==> src/rtl/ctg_pkg.sv <==
`timescale 1ns/1ps
package ctg_pkg;

   // Per-pixel attributes that must travel alongside the font read.
   typedef struct packed {
      logic       vis;
      logic [2:0] fg;
      logic [2:0] bg;
   } ctg_attr_t;

   localparam int unsigned CTG_RGB_W = 3;

endpackage

==> src/rtl/ctg_addr_map.sv <==
`timescale 1ns/1ps
module ctg_addr_map #(
   parameter int unsigned COL_W     = 11,
   parameter int unsigned ROW_W     = 10,
   parameter int unsigned GLYPH_W   = 4,
   parameter int unsigned CODE_W    = 7,
   parameter int unsigned NCOL_BITS = 5,
   parameter bit          SCALE_EN  = 1'b1,
   localparam int unsigned ADDR_W   = CODE_W + 2 * GLYPH_W
) (
   input  logic [COL_W-1:0]  col,
   input  logic [ROW_W-1:0]  row,
   input  logic              scale,
   output logic [ADDR_W-1:0] addr
);

   localparam int unsigned NROW_BITS = CODE_W - NCOL_BITS;

   if (COL_W < GLYPH_W + NCOL_BITS + 1) begin : g_chk_col
      $error("ctg_addr_map: COL_W too small for the cell grid");
   end
   if (ROW_W < GLYPH_W + NROW_BITS + 2) begin : g_chk_row
      $error("ctg_addr_map: ROW_W too small for the cell grid");
   end
   if (NCOL_BITS < 2 || NCOL_BITS >= CODE_W) begin : g_chk_split
      $error("ctg_addr_map: NCOL_BITS must leave room for cell-row bits");
   end

   // Normal slicing: one font bit per screen pixel.
   logic [CODE_W-1:0]  code_n;
   logic [GLYPH_W-1:0] grow_n, gcol_n;

   always_comb begin
      code_n = {row[GLYPH_W +: NROW_BITS], col[GLYPH_W +: NCOL_BITS]};
      grow_n = row[0 +: GLYPH_W];
      gcol_n = col[0 +: GLYPH_W];
   end

   if (SCALE_EN) begin : g_scaled
      // Doubled slicing: drop the lowest coordinate bit, one more cell-row
      // bit and one fewer cell-column bit so the code stays CODE_W wide.
      logic [CODE_W-1:0]  code_s;
      logic [GLYPH_W-1:0] grow_s, gcol_s;

      always_comb begin
         code_s = {row[GLYPH_W + 1 +: NROW_BITS + 1],
                   col[GLYPH_W + 1 +: NCOL_BITS - 1]};
         grow_s = row[1 +: GLYPH_W];
         gcol_s = col[1 +: GLYPH_W];
         if (scale) addr = {code_s, grow_s, gcol_s};
         else       addr = {code_n, grow_n, gcol_n};
      end
   end else begin : g_plain
      always_comb addr = {code_n, grow_n, gcol_n};
   end

   // Upper coordinate bits are deliberately dropped so the glyph set wraps.
   wire unused_bits = ^{col, row, scale};

endmodule

==> src/rtl/ctg_align.sv <==
`timescale 1ns/1ps
module ctg_align
   import ctg_pkg::*;
#(
   parameter int unsigned LAT = 1
) (
   input  logic      clk,
   input  logic      rst,
   input  ctg_attr_t din,
   output ctg_attr_t dout
);

   if (LAT < 1 || LAT > 8) begin : g_chk_lat
      $error("ctg_align: LAT must be between 1 and 8");
   end

   localparam int unsigned CW = $clog2(LAT + 1);

   for (genvar i = 0; i < LAT; i++) begin : g_stage
      ctg_attr_t q;
      if (i == 0) begin : g_head
         always_ff @(posedge clk) begin
            if (rst) q <= '0;
            else     q <= din;
         end
      end else begin : g_tail
         always_ff @(posedge clk) begin
            if (rst) q <= '0;
            else     q <= g_stage[i-1].q;
         end
      end
   end

   assign dout = g_stage[LAT-1].q;

   // Count cycles since reset so the delay check never reaches into reset.
   logic [CW-1:0] fill_q;
   always_ff @(posedge clk) begin
      if (rst)                        fill_q <= '0;
      else if (fill_q != CW'(LAT))    fill_q <= fill_q + 1'b1;
   end

   AST_ALIGN_DELAY: assert property (@(posedge clk) disable iff (rst)
      (fill_q == CW'(LAT)) |-> (dout == $past(din, LAT)))
      else $error("AST_ALIGN_DELAY");

endmodule

==> src/rtl/ctg_colour.sv <==
`timescale 1ns/1ps
module ctg_colour
   import ctg_pkg::*;
(
   input  logic            clk,
   input  logic            rst,
   input  ctg_attr_t       attr,
   input  logic            font_bit,
   output logic [CTG_RGB_W-1:0] rgb
);

   always_ff @(posedge clk) begin
      if (rst)              rgb <= '0;
      else if (!attr.vis)   rgb <= '0;
      else if (font_bit)    rgb <= attr.fg;
      else                  rgb <= ~attr.bg;
   end

   AST_BLANK_DARK: assert property (@(posedge clk) disable iff (rst)
      !attr.vis |=> (rgb == '0))
      else $error("AST_BLANK_DARK");

   AST_FG_PATH: assert property (@(posedge clk) disable iff (rst)
      (attr.vis && font_bit) |=> (rgb == $past(attr.fg)))
      else $error("AST_FG_PATH");

   AST_BG_PATH: assert property (@(posedge clk) disable iff (rst)
      (attr.vis && !font_bit) |=> (rgb == ~$past(attr.bg)))
      else $error("AST_BG_PATH");

   AST_RESET_DARK: assert property (@(posedge clk)
      rst |=> (rgb == '0))
      else $error("AST_RESET_DARK");

endmodule

==> src/rtl/char_tile_gen.sv <==
`timescale 1ns/1ps
module char_tile_gen
   import ctg_pkg::*;
#(
   parameter int unsigned COL_W     = 11,
   parameter int unsigned ROW_W     = 10,
   parameter int unsigned GLYPH_W   = 4,
   parameter int unsigned CODE_W    = 7,
   parameter int unsigned NCOL_BITS = 5,
   parameter int unsigned ROM_LAT   = 1,
   parameter bit          SCALE_EN  = 1'b1
) (
   input  logic                          clk,
   input  logic                          rst,
   input  logic [COL_W-1:0]              pix_col,
   input  logic [ROW_W-1:0]              pix_row,
   input  logic                          visible,
   input  logic                          font_bit,
   input  logic                          scale_2x,
   input  logic [2:0]                    fg_sel,
   input  logic [2:0]                    bg_sel,
   output logic [CODE_W+2*GLYPH_W-1:0]   font_addr,
   output logic                          red,
   output logic                          green,
   output logic                          blue
);

   localparam int unsigned ADDR_W = CODE_W + 2 * GLYPH_W;

   if (ADDR_W != $bits(font_addr)) begin : g_chk_addr
      $error("char_tile_gen: address width mismatch");
   end

   ctg_attr_t                attr_now, attr_al;
   logic [CTG_RGB_W-1:0]     rgb_q;

   ctg_addr_map #(
      .COL_W     (COL_W),
      .ROW_W     (ROW_W),
      .GLYPH_W   (GLYPH_W),
      .CODE_W    (CODE_W),
      .NCOL_BITS (NCOL_BITS),
      .SCALE_EN  (SCALE_EN)
   ) u_addr (
      .col   (pix_col),
      .row   (pix_row),
      .scale (scale_2x),
      .addr  (font_addr)
   );

   always_comb begin
      attr_now.vis = visible;
      attr_now.fg  = fg_sel;
      attr_now.bg  = bg_sel;
   end

   ctg_align #(
      .LAT (ROM_LAT)
   ) u_align (
      .clk  (clk),
      .rst  (rst),
      .din  (attr_now),
      .dout (attr_al)
   );

   ctg_colour u_colour (
      .clk      (clk),
      .rst      (rst),
      .attr     (attr_al),
      .font_bit (font_bit),
      .rgb      (rgb_q)
   );

   assign red   = rgb_q[0];
   assign green = rgb_q[1];
   assign blue  = rgb_q[2];

endmodule

==> config.mk <==
export PLATFORM = sky130hd
export DESIGN_NAME = char_tile_gen
export DESIGN_NICKNAME = d
export VERILOG_FILES = /design/src/rtl/ctg_pkg.sv /design/src/rtl/ctg_addr_map.sv /design/src/rtl/ctg_align.sv /design/src/rtl/ctg_colour.sv /design/src/rtl/char_tile_gen.sv
export SDC_FILE = /design/constraint.sdc
export NUM_CORES = 1
export LEC_CHECK = 0
export CORE_UTILIZATION = 40
export CTS_BUF_LIST = sky130_fd_sc_hd__clkbuf_16
export CTS_CLUSTER_DIAMETER = 40
export CTS_CLUSTER_SIZE = 14
export DETAILED_ROUTE_END_ITERATION = 16
export DONT_BUFFER_PORTS = 1
export PLACE_DENSITY = 0.55
export SLEW_MARGIN = 10
export SYNTH_ARGS = -nofsm -noshare
export SYNTH_HDL_FRONTEND = slang
export SYNTH_SLANG_ARGS = --single-unit
==> constraint.sdc <==
create_clock -name clk -period 1.2 [get_ports clk]
set_input_delay 0.24 -clock clk [delete_from_list [all_inputs] [get_ports clk]]
set_output_delay 0.24 -clock clk [all_outputs]
set_load 0.005 [all_outputs]
== Yosys cells after proc, flatten, opt, wreduce, memory -nomap -nowiden ==
Index checks and enable logic that the tools add are counted.

* Input port bits: 32
* Register bits after elaboration: 10
* Output and inout port bits: 18

* Bitwise logic cells: 2
* Mux-type cells: 2
* Reduce and logical (&&, ||, !) cells: 1

{| class="wikitable"
|+ Operator list
! operator !! count
|-
| 15-bit two-way mux || 1
|-
| 3-bit two-way mux || 1
|-
| 3-bit NOT || 1
|-
| 2-bit OR reduction || 1
|-
| 1-bit NOT || 1
|}

== Longest topological paths before layout ==
Gate-level depths: netlist (run 1).

* Depth in word-level cells: 2
* Depth in mapped cells: 3
* Depth with buffers taken out: 2

== Hierarchy ==
A second synthesis (run 1) with hierarchy kept.

* Cell total of the unflattened synthesis: 44
* Area total of the unflattened synthesis: 536.8 um2

{| class="wikitable"
|+ By module, submodules not included
! module !! area each (um2) !! cells an instance !! times used
|-
| ctg_addr_map || 237.7 || 17 || 1
|-
| ctg_align || 183.9 || 14 || 1
|-
| ctg_colour || 115.1 || 13 || 1
|}

== Worst setup path after synthesis (run 1) ==
OpenSTA, ideal clock, no wires.

* Path type: input -> output
* Start point: input scale_2x
* End point: output font_addr[10]
* Cell stages on the path: 3
* Setup slack: 0.175 ns
* Data arrival time: 0.785 ns
* Required time: 0.960 ns
* Path buffers: 2
* Cell sequence: buf_6 -> buf_12 -> mux2_4

* Cells in the longest elaborated chain, start to end: 1

{| class="wikitable"
|+ RTL lines
! item !! RTL line !! text
|-
| start, declared || char_tile_gen.sv:19 || <nowiki>input logic scale_2x,</nowiki>
|-
| 15-bit two-way mux || ctg_addr_map.sv:50 || <nowiki>if (scale) addr = {code_s, grow_s, gcol_s};</nowiki>
|-
| end, declared || char_tile_gen.sv:22 || <nowiki>output logic [CODE_W+2*GLYPH_W-1:0] font_addr,</nowiki>
|}

No other way between the ends.

== Worst setup path after layout (run 1) ==
* Start point: input scale_2x
* End point: output font_addr[14]

The elaborated chain is that of the path after synthesis.

==> results.py, run 1 <==
metrics = {
    "timing": {
        "timing.final.crit_share_pct": 66.9,
        "tightest_slew_ns": 0.133,
        "grt_setup_unrepaired": "no",
        "finalWorstSetupSlack_ns": 0.397,
        "fmax_mhz": 1250,
        "hold_viol_final": 0,
        "skew_ns": 0.00324,
        "fin_setup_tns_ns": 0,
        "period_needed_ns": 0.803,
        "max_slew_margin_pct": 91.2,
        "setup_viol": 0,
        "slew_viol_final": 0,
    },
    "placed_design": {
        "dp_slack_ns": 0.395,
        "port_buffers": 0,
        "gp_congestion": 0.747,
        "place_inst": 56,
    },
    "critical_path": {
        "worstReg2RegEnd": "u_colour.rgb[1]",
        "crit_chain": "mux2_2",
        "r2r_slack_ns": 0.42,
        "worst_setup_path_end_kind": "output pin",
        "critical-path-max-stage-delay_ns": 0.32,
        "worst-path-buf-inv": 0,
        "worstPathMaxFanout": 15,
        "cp-start-kind": "primary input",
        "cp.depth": 1,
        "timing.rr.start": "u_align.dout[1]",
        "reg2regPathDepth": 2,
        "required_ns": 0.96,
        "crit_family": "multiplexers",
        "cpMaxStageDelayCell": "mux2_2",
        "critPathKind": "primary input to output pin",
        "arrival_ns": 0.56,
    },
    "die": {
        "start_util_pct": 45.5,
        "dieHeight_um": 38.5,
        "coreArea_sq_mm": 0.00117,
        "dieArea_sq_mm": 0.00148,
        "io-pin-count": 50,
        "placementRows": 12,
        "die_x_um": 38.5,
    },
    "final_layout": {
        "drive_above_1_share_pct": 46.7,
        "final-seq-area_sq_um": 200,
        "nNetsFinal": 79,
        "final_cells": 59,
        "multi_input_area_sq_um": 302,
        "nFillCells": 108,
        "n_antenna_cell": 0,
        "areaGrowthSynthToFinish_pct": 11.5,
    },
    "synth": {
        "yosysUniqueCellTypes": 10,
        "avgSynthCellArea_sq_um": 12.1,
        "synth-edff-count": 0,
        "synth_fa_ha_area_share_pct": 0,
        "synthesis.nets": 76,
        "synth_top_family_by_area": "multiplexers",
        "synth_compound_area_share_pct": 2.82,
        "synthArstFlopShare_pct": 0,
        "synth_xor_area_share_pct": 0,
        "synth-main-ff-cell": "dfxtp_1",
        "yosys_register_bits": 10,
        "synth-simple-area-share_pct": 15.0,
        "synth_area_leader_cell": "dfxtp_1",
        "synth_cells": 44,
        "netlist_area_sq_um": 533,
        "synth.mux.area_fraction_pct": 38.7,
        "synth_top_area_share_pct": 37.6,
        "ys_top_cells_by_area": "dfxtp_1 (38%), mux2_4 (28%), mux2_2 (11%)",
        "synthTopCellsByCount": "dfxtp_1 (10), mux2_4 (10), nor2b_1 (7), mux2_2 (5)",
        "ys_seq_area_share_pct": 37.6,
        "ys_warn_count": 0,
    },
    "clock_network": {
        "ctsResizeCount": 0,
        "cts_tree": "done",
        "clk_latency_ns": 0.23,
        "cts_setup_buffers": 0,
        "cts_hold_buf": 0,
        "cts.sinks": 10,
        "htree_levels": 1,
        "cts_root_buf": "clkbuf_16",
        "cts_buffers": 3,
        "max-clock-path-buffers": 2,
        "clk_pin_slew_ns": 0.04,
    },
    "routing": {
        "via_count": 314,
        "drt_iter0_markers": 3,
        "drtPass1Iterations": 2,
        "drc": 0,
        "vias_per_cell": 5.32,
        "wl_um": 804,
        "wl_per_cell_um": 13.6,
        "ant_nets": 0,
    },
    "min_path": {
        "min_path_cells": 1,
        "hold-path-endpoint": "u_align.dout[5]",
        "min_from": "rst",
        "hp-class": "primary input to flip-flop",
    },
    "grt": {
        "gr-total-overflow": 0,
        "grt_pass1_wl_um": 1040,
        "top_usage_layer": "met2",
        "gr-usage-met3_pct": 9.30,
        "grt_pass1_vias": 288,
        "antenna_found_initial": 0,
        "use_met1_pct": 8.42,
        "use_met2_pct": 18.8,
        "grt_max_degree": 16,
        "grt.total_usage_pct": 10.9,
    },
    "power_and_ir_drop": {
        "p_leak_nw": 0.255,
        "power.density_mw_per_mm2": 1680,
        "vdd_drop_max_v": 0.00111,
    },
    "outcome": {
        "outcome": "finished, final reports clean",
    },
    "flow_run": {
        "max_cap_viol_count": 0,
    },
}
[through the flow]
stage          util, %  total power, mW  instance area, sq um  hold WS [ns]
3_5_place_dp      44.3            0.450                   519         0.315
6_report          50.7             1.00                   594        0.0745
2_1_floorplan        -            0.462                   533         0.312
3_3_place_gp      44.3            0.449                   519         0.314
4_1_cts           50.7             1.02                   594        0.0695
5_1_grt           50.7             1.04                   594        0.0716
[routing by layer]
layer | up-vias | part of all wire (%) | wire length, um
met4 | 0 | 0 | 0
met5 | - | 0 | 0
met1 | 135 | 33 | 269
met2 | 29 | 53 | 429
li1 | 150 | - | -
met3 | 0 | 13 | 105
[kinds of logic after synthesis]
logic type / count (synthesis)
AO/OA/AOI/OAI: 3
buffers and inverters: 2
flip-flops: 10
multiplexers: 15
AND/OR/NAND/NOR: 14
[layout make-up]
cell class	count	share of cell area (%)
multi-input cells	32	50.7
flip-flops and latches	10	33.7
clock buffers	3	12.6
well taps	14	2.95
[where the power goes]
part	leakage, nW	internal, mW	switching (mW)	total [mW]
combinational	0.136	0.0651	0.0243	0.0894
sequential	0.0827	0.350	0.00385	0.353
clock	0.0370	0.430	0.129	0.558
[worst reg2reg max path, delay by kind of cell (launching register included)]
kind               cells  cell delay, ns
DFF                    1            0.28
and+or+nand+nor        1            0.26
AOI/OAI and AO/OA      1            0.16
[worst max path at each step]
stage / endpoint / slack, ns / from
2_1_floorplan: font_addr[10] / 0.18 / scale_2x
3_3_place_gp: font_addr[14] / 0.40 / scale_2x
3_5_place_dp: font_addr[14] / 0.40 / scale_2x
4_1_cts: green / 0.39 / u_colour.rgb[1]
5_1_grt: u_colour.rgb[2] / 0.38 / u_align.dout[2]
6_report: font_addr[14] / 0.40 / scale_2x
[cells in the final DEF, fill, tap and decap left out]
cell       synthesis  layout
mux2_4            10      10
dfxtp_1           10      10
nor2b_1            7       7
mux2_2             5       5
nand2_1            3       3
or2_2              3       3
a21oi_1            3       3
clkbuf_16          0       3
nand2b_1           1       1
[registers in the layout, indices dropped and copies added, names as in the netlist]
| register | cells |
|---|---|
| u_colour.rgb | 3 |
| u_align.dout | 7 |
Power figures use the tool's default switching activity.
==> run 2: changes to the inputs <==
- clock period: 1.2 -> 0.8 ns (I/O delays scaled with it)
==> run 2 against run 1 <==
Utilization increased by 1.5 points. Clock power increased by 49%. Non-clock buffer count increased by 1. Worst hold slack got worse by 0.070 ns. Final cell count increased by 1.7%. Final area increased by 2.9%. Largest cell class unchanged. Largest power group unchanged.
==> results.py, run 2 (synthesis results as in run 1) <==
metrics = {
    "critical_path": {
        "critPathKind": "flip-flop to flip-flop",
        "cp-endpoint": "u_colour.rgb[0]",
        "critPathLaunch": "u_align.dout[0]",
        "reg2regPathDepth": 2,
        "critical-path-max-stage-delay_ns": 0.28,
        "r2r_slack_ns": 0.03,
        "required_ns": 0.96,
        "timing.rr.start": "u_align.dout[0]",
        "cp-start-kind": "flip-flop",
        "worst_setup_path_end_kind": "flip-flop",
        "cpMaxStageDelayCell": "dfxtp_1",
        "crit_chain": "or2_2, a21oi_2",
        "arrival_ns": 0.93,
        "worstPathMaxFanout": 1,
        "worstReg2RegEnd": "u_colour.rgb[0]",
    },
    "routing": {
        "via_count": 331,
        "drtPass1Iterations": 2,
        "drc": 0,
        "wl_per_cell_um": 13.3,
        "wl_um": 799,
        "vias_per_cell": 5.52,
        "ant_nets": 0,
        "drt_iter0_markers": 1,
    },
    "power_and_ir_drop": {
        "power.density_mw_per_mm2": 2460,
        "total_power_mw": 1.51,
        "p_leak_nw": 0.259,
        "vdd_drop_max_v": 0.00145,
    },
    "final_layout": {
        "nNetsFinal": 80,
        "largest_reg_flops": 7,
        "final_cell_mix": "mux2_4 (10), dfxtp_1 (10), nor2b_1 (7)",
        "final_cells": 60,
        "nFillCells": 105,
        "areaGrowthSynthToFinish_pct": 14.8,
        "n_antenna_cell": 0,
        "drive_above_1_share_pct": 50.0,
        "fin_area_sq_um": 612,
    },
    "die": {
        "placementRows": 12,
        "dieArea_sq_mm": 0.00148,
        "io-pin-count": 50,
        "start_util_pct": 45.5,
        "coreArea_sq_mm": 0.00117,
        "dieHeight_um": 38.5,
        "die_x_um": 38.5,
    },
    "placed_design": {
        "place_inst": 56,
        "port_buffers": 0,
        "gp_congestion": 0.735,
        "placed_area_sq_um": 519,
    },
    "grt": {
        "grt_pass1_vias": 273,
        "grt.total_usage_pct": 11.3,
        "antenna_found_initial": 0,
        "grt_pass1_wl_um": 1060,
        "grt_max_degree": 16,
        "gr-total-overflow": 0,
    },
    "clock_network": {
        "htree_levels": 1,
        "clk_latency_ns": 0.23,
        "cts_setup_buffers": 0,
        "cts_root_buf": "clkbuf_16",
        "clk_pin_slew_ns": 0.04,
        "max-clock-path-buffers": 2,
        "cts_buffers": 3,
        "cts.sinks": 10,
        "cts_tree": "done",
    },
    "flow_run": {
        "max_cap_viol_count": 0,
    },
    "timing": {
        "max_slew_margin_pct": 87.5,
        "skew_ns": 0.00187,
        "setup_viol": 0,
        "hold_viol_final": 0,
        "timing.final.crit_share_pct": 95.7,
        "fmax_mhz": 1310,
        "slew_viol_final": 0,
        "period_needed_ns": 0.766,
        "tightest_slew_ns": 0.187,
    },
    "min_path": {
        "min_path_cells": 1,
        "hp-class": "primary input to flip-flop",
    },
    "outcome": {
        "outcome": "finished, final reports clean",
    },
}
[run 2: changes by cell type in the layout (fill, tap and decap cells not counted)]
cell / change
a21oi_1: -2
a21oi_2: +2
dlygate4sd3_1: +1
[run 2: how the worst min path moves through the flow]
stage / startpoint / endpoint
6_report: rst / u_align.dout[0]
3_3_place_gp: rst / u_align.dout[5]
2_1_floorplan: rst / u_align.dout[0]
3_5_place_dp: rst / u_align.dout[6]
4_1_cts: rst / u_align.dout[4]
5_1_grt: rst / u_align.dout[0]
[run 2: metal layers]
metal  global-route usage [%]  vias up  part of all wire, %
li1                         -      153                    -
met1                     11.5      147                   33
met2                     15.4       31                   51
met3                     10.5        0                   15
met4                     5.17        0                    0
met5                        0        -                    0
[run 2: report_power, final]
part	total, mW	internal (mW)	switching (mW)
clock network	0.830	0.644	0.187
registers	0.531	0.525	0.00608
logic	0.145	0.102	0.0429
total	1.51	1.27	0.236
[run 2: final cells by class]
cell class / count / area (sq um) / area share, %
clock buffer: 3 / 75.1 / 12.3
tap: 14 / 17.5 / 2.86
multi-input combinational: 32 / 309 / 50.5
sequential: 10 / 200 / 32.7
timing repair buffer: 1 / 10.0 / 1.64
[run 2: what timing repair did]
action | 4_1_cts | 5_1_grt
resized for setup | 0 | 2
endpoints found under the setup margin | 0 | 2
hold endpoints to repair | 5 | 0
hold buffers | 1 | 0
[run 2: metrics by stage]
step | hold WS [ns] | utilization, % | worst slack [ns] | setup TNS [ns]
2_1_floorplan | 0.232 | - | -0.0613 | -0.613
3_3_place_gp | 0.233 | 44.3 | 0.0488 | 0
3_5_place_dp | 0.234 | 44.3 | 0.00935 | 0
4_1_cts | 0.00410 | 51.6 | 0.00180 | 0
5_1_grt | 0.00179 | 52.2 | -0.0196 | -0.0196
6_report | 0.00469 | 52.2 | 0.0343 | 0
[run 2: critical path: cells and delay by family, from the launching register on]
kind / cells / cell delay [ns]
AND/OR/NAND/NOR: 1 / 0.27
flip-flops: 1 / 0.28
AO/OA/AOI/OAI: 1 / 0.14
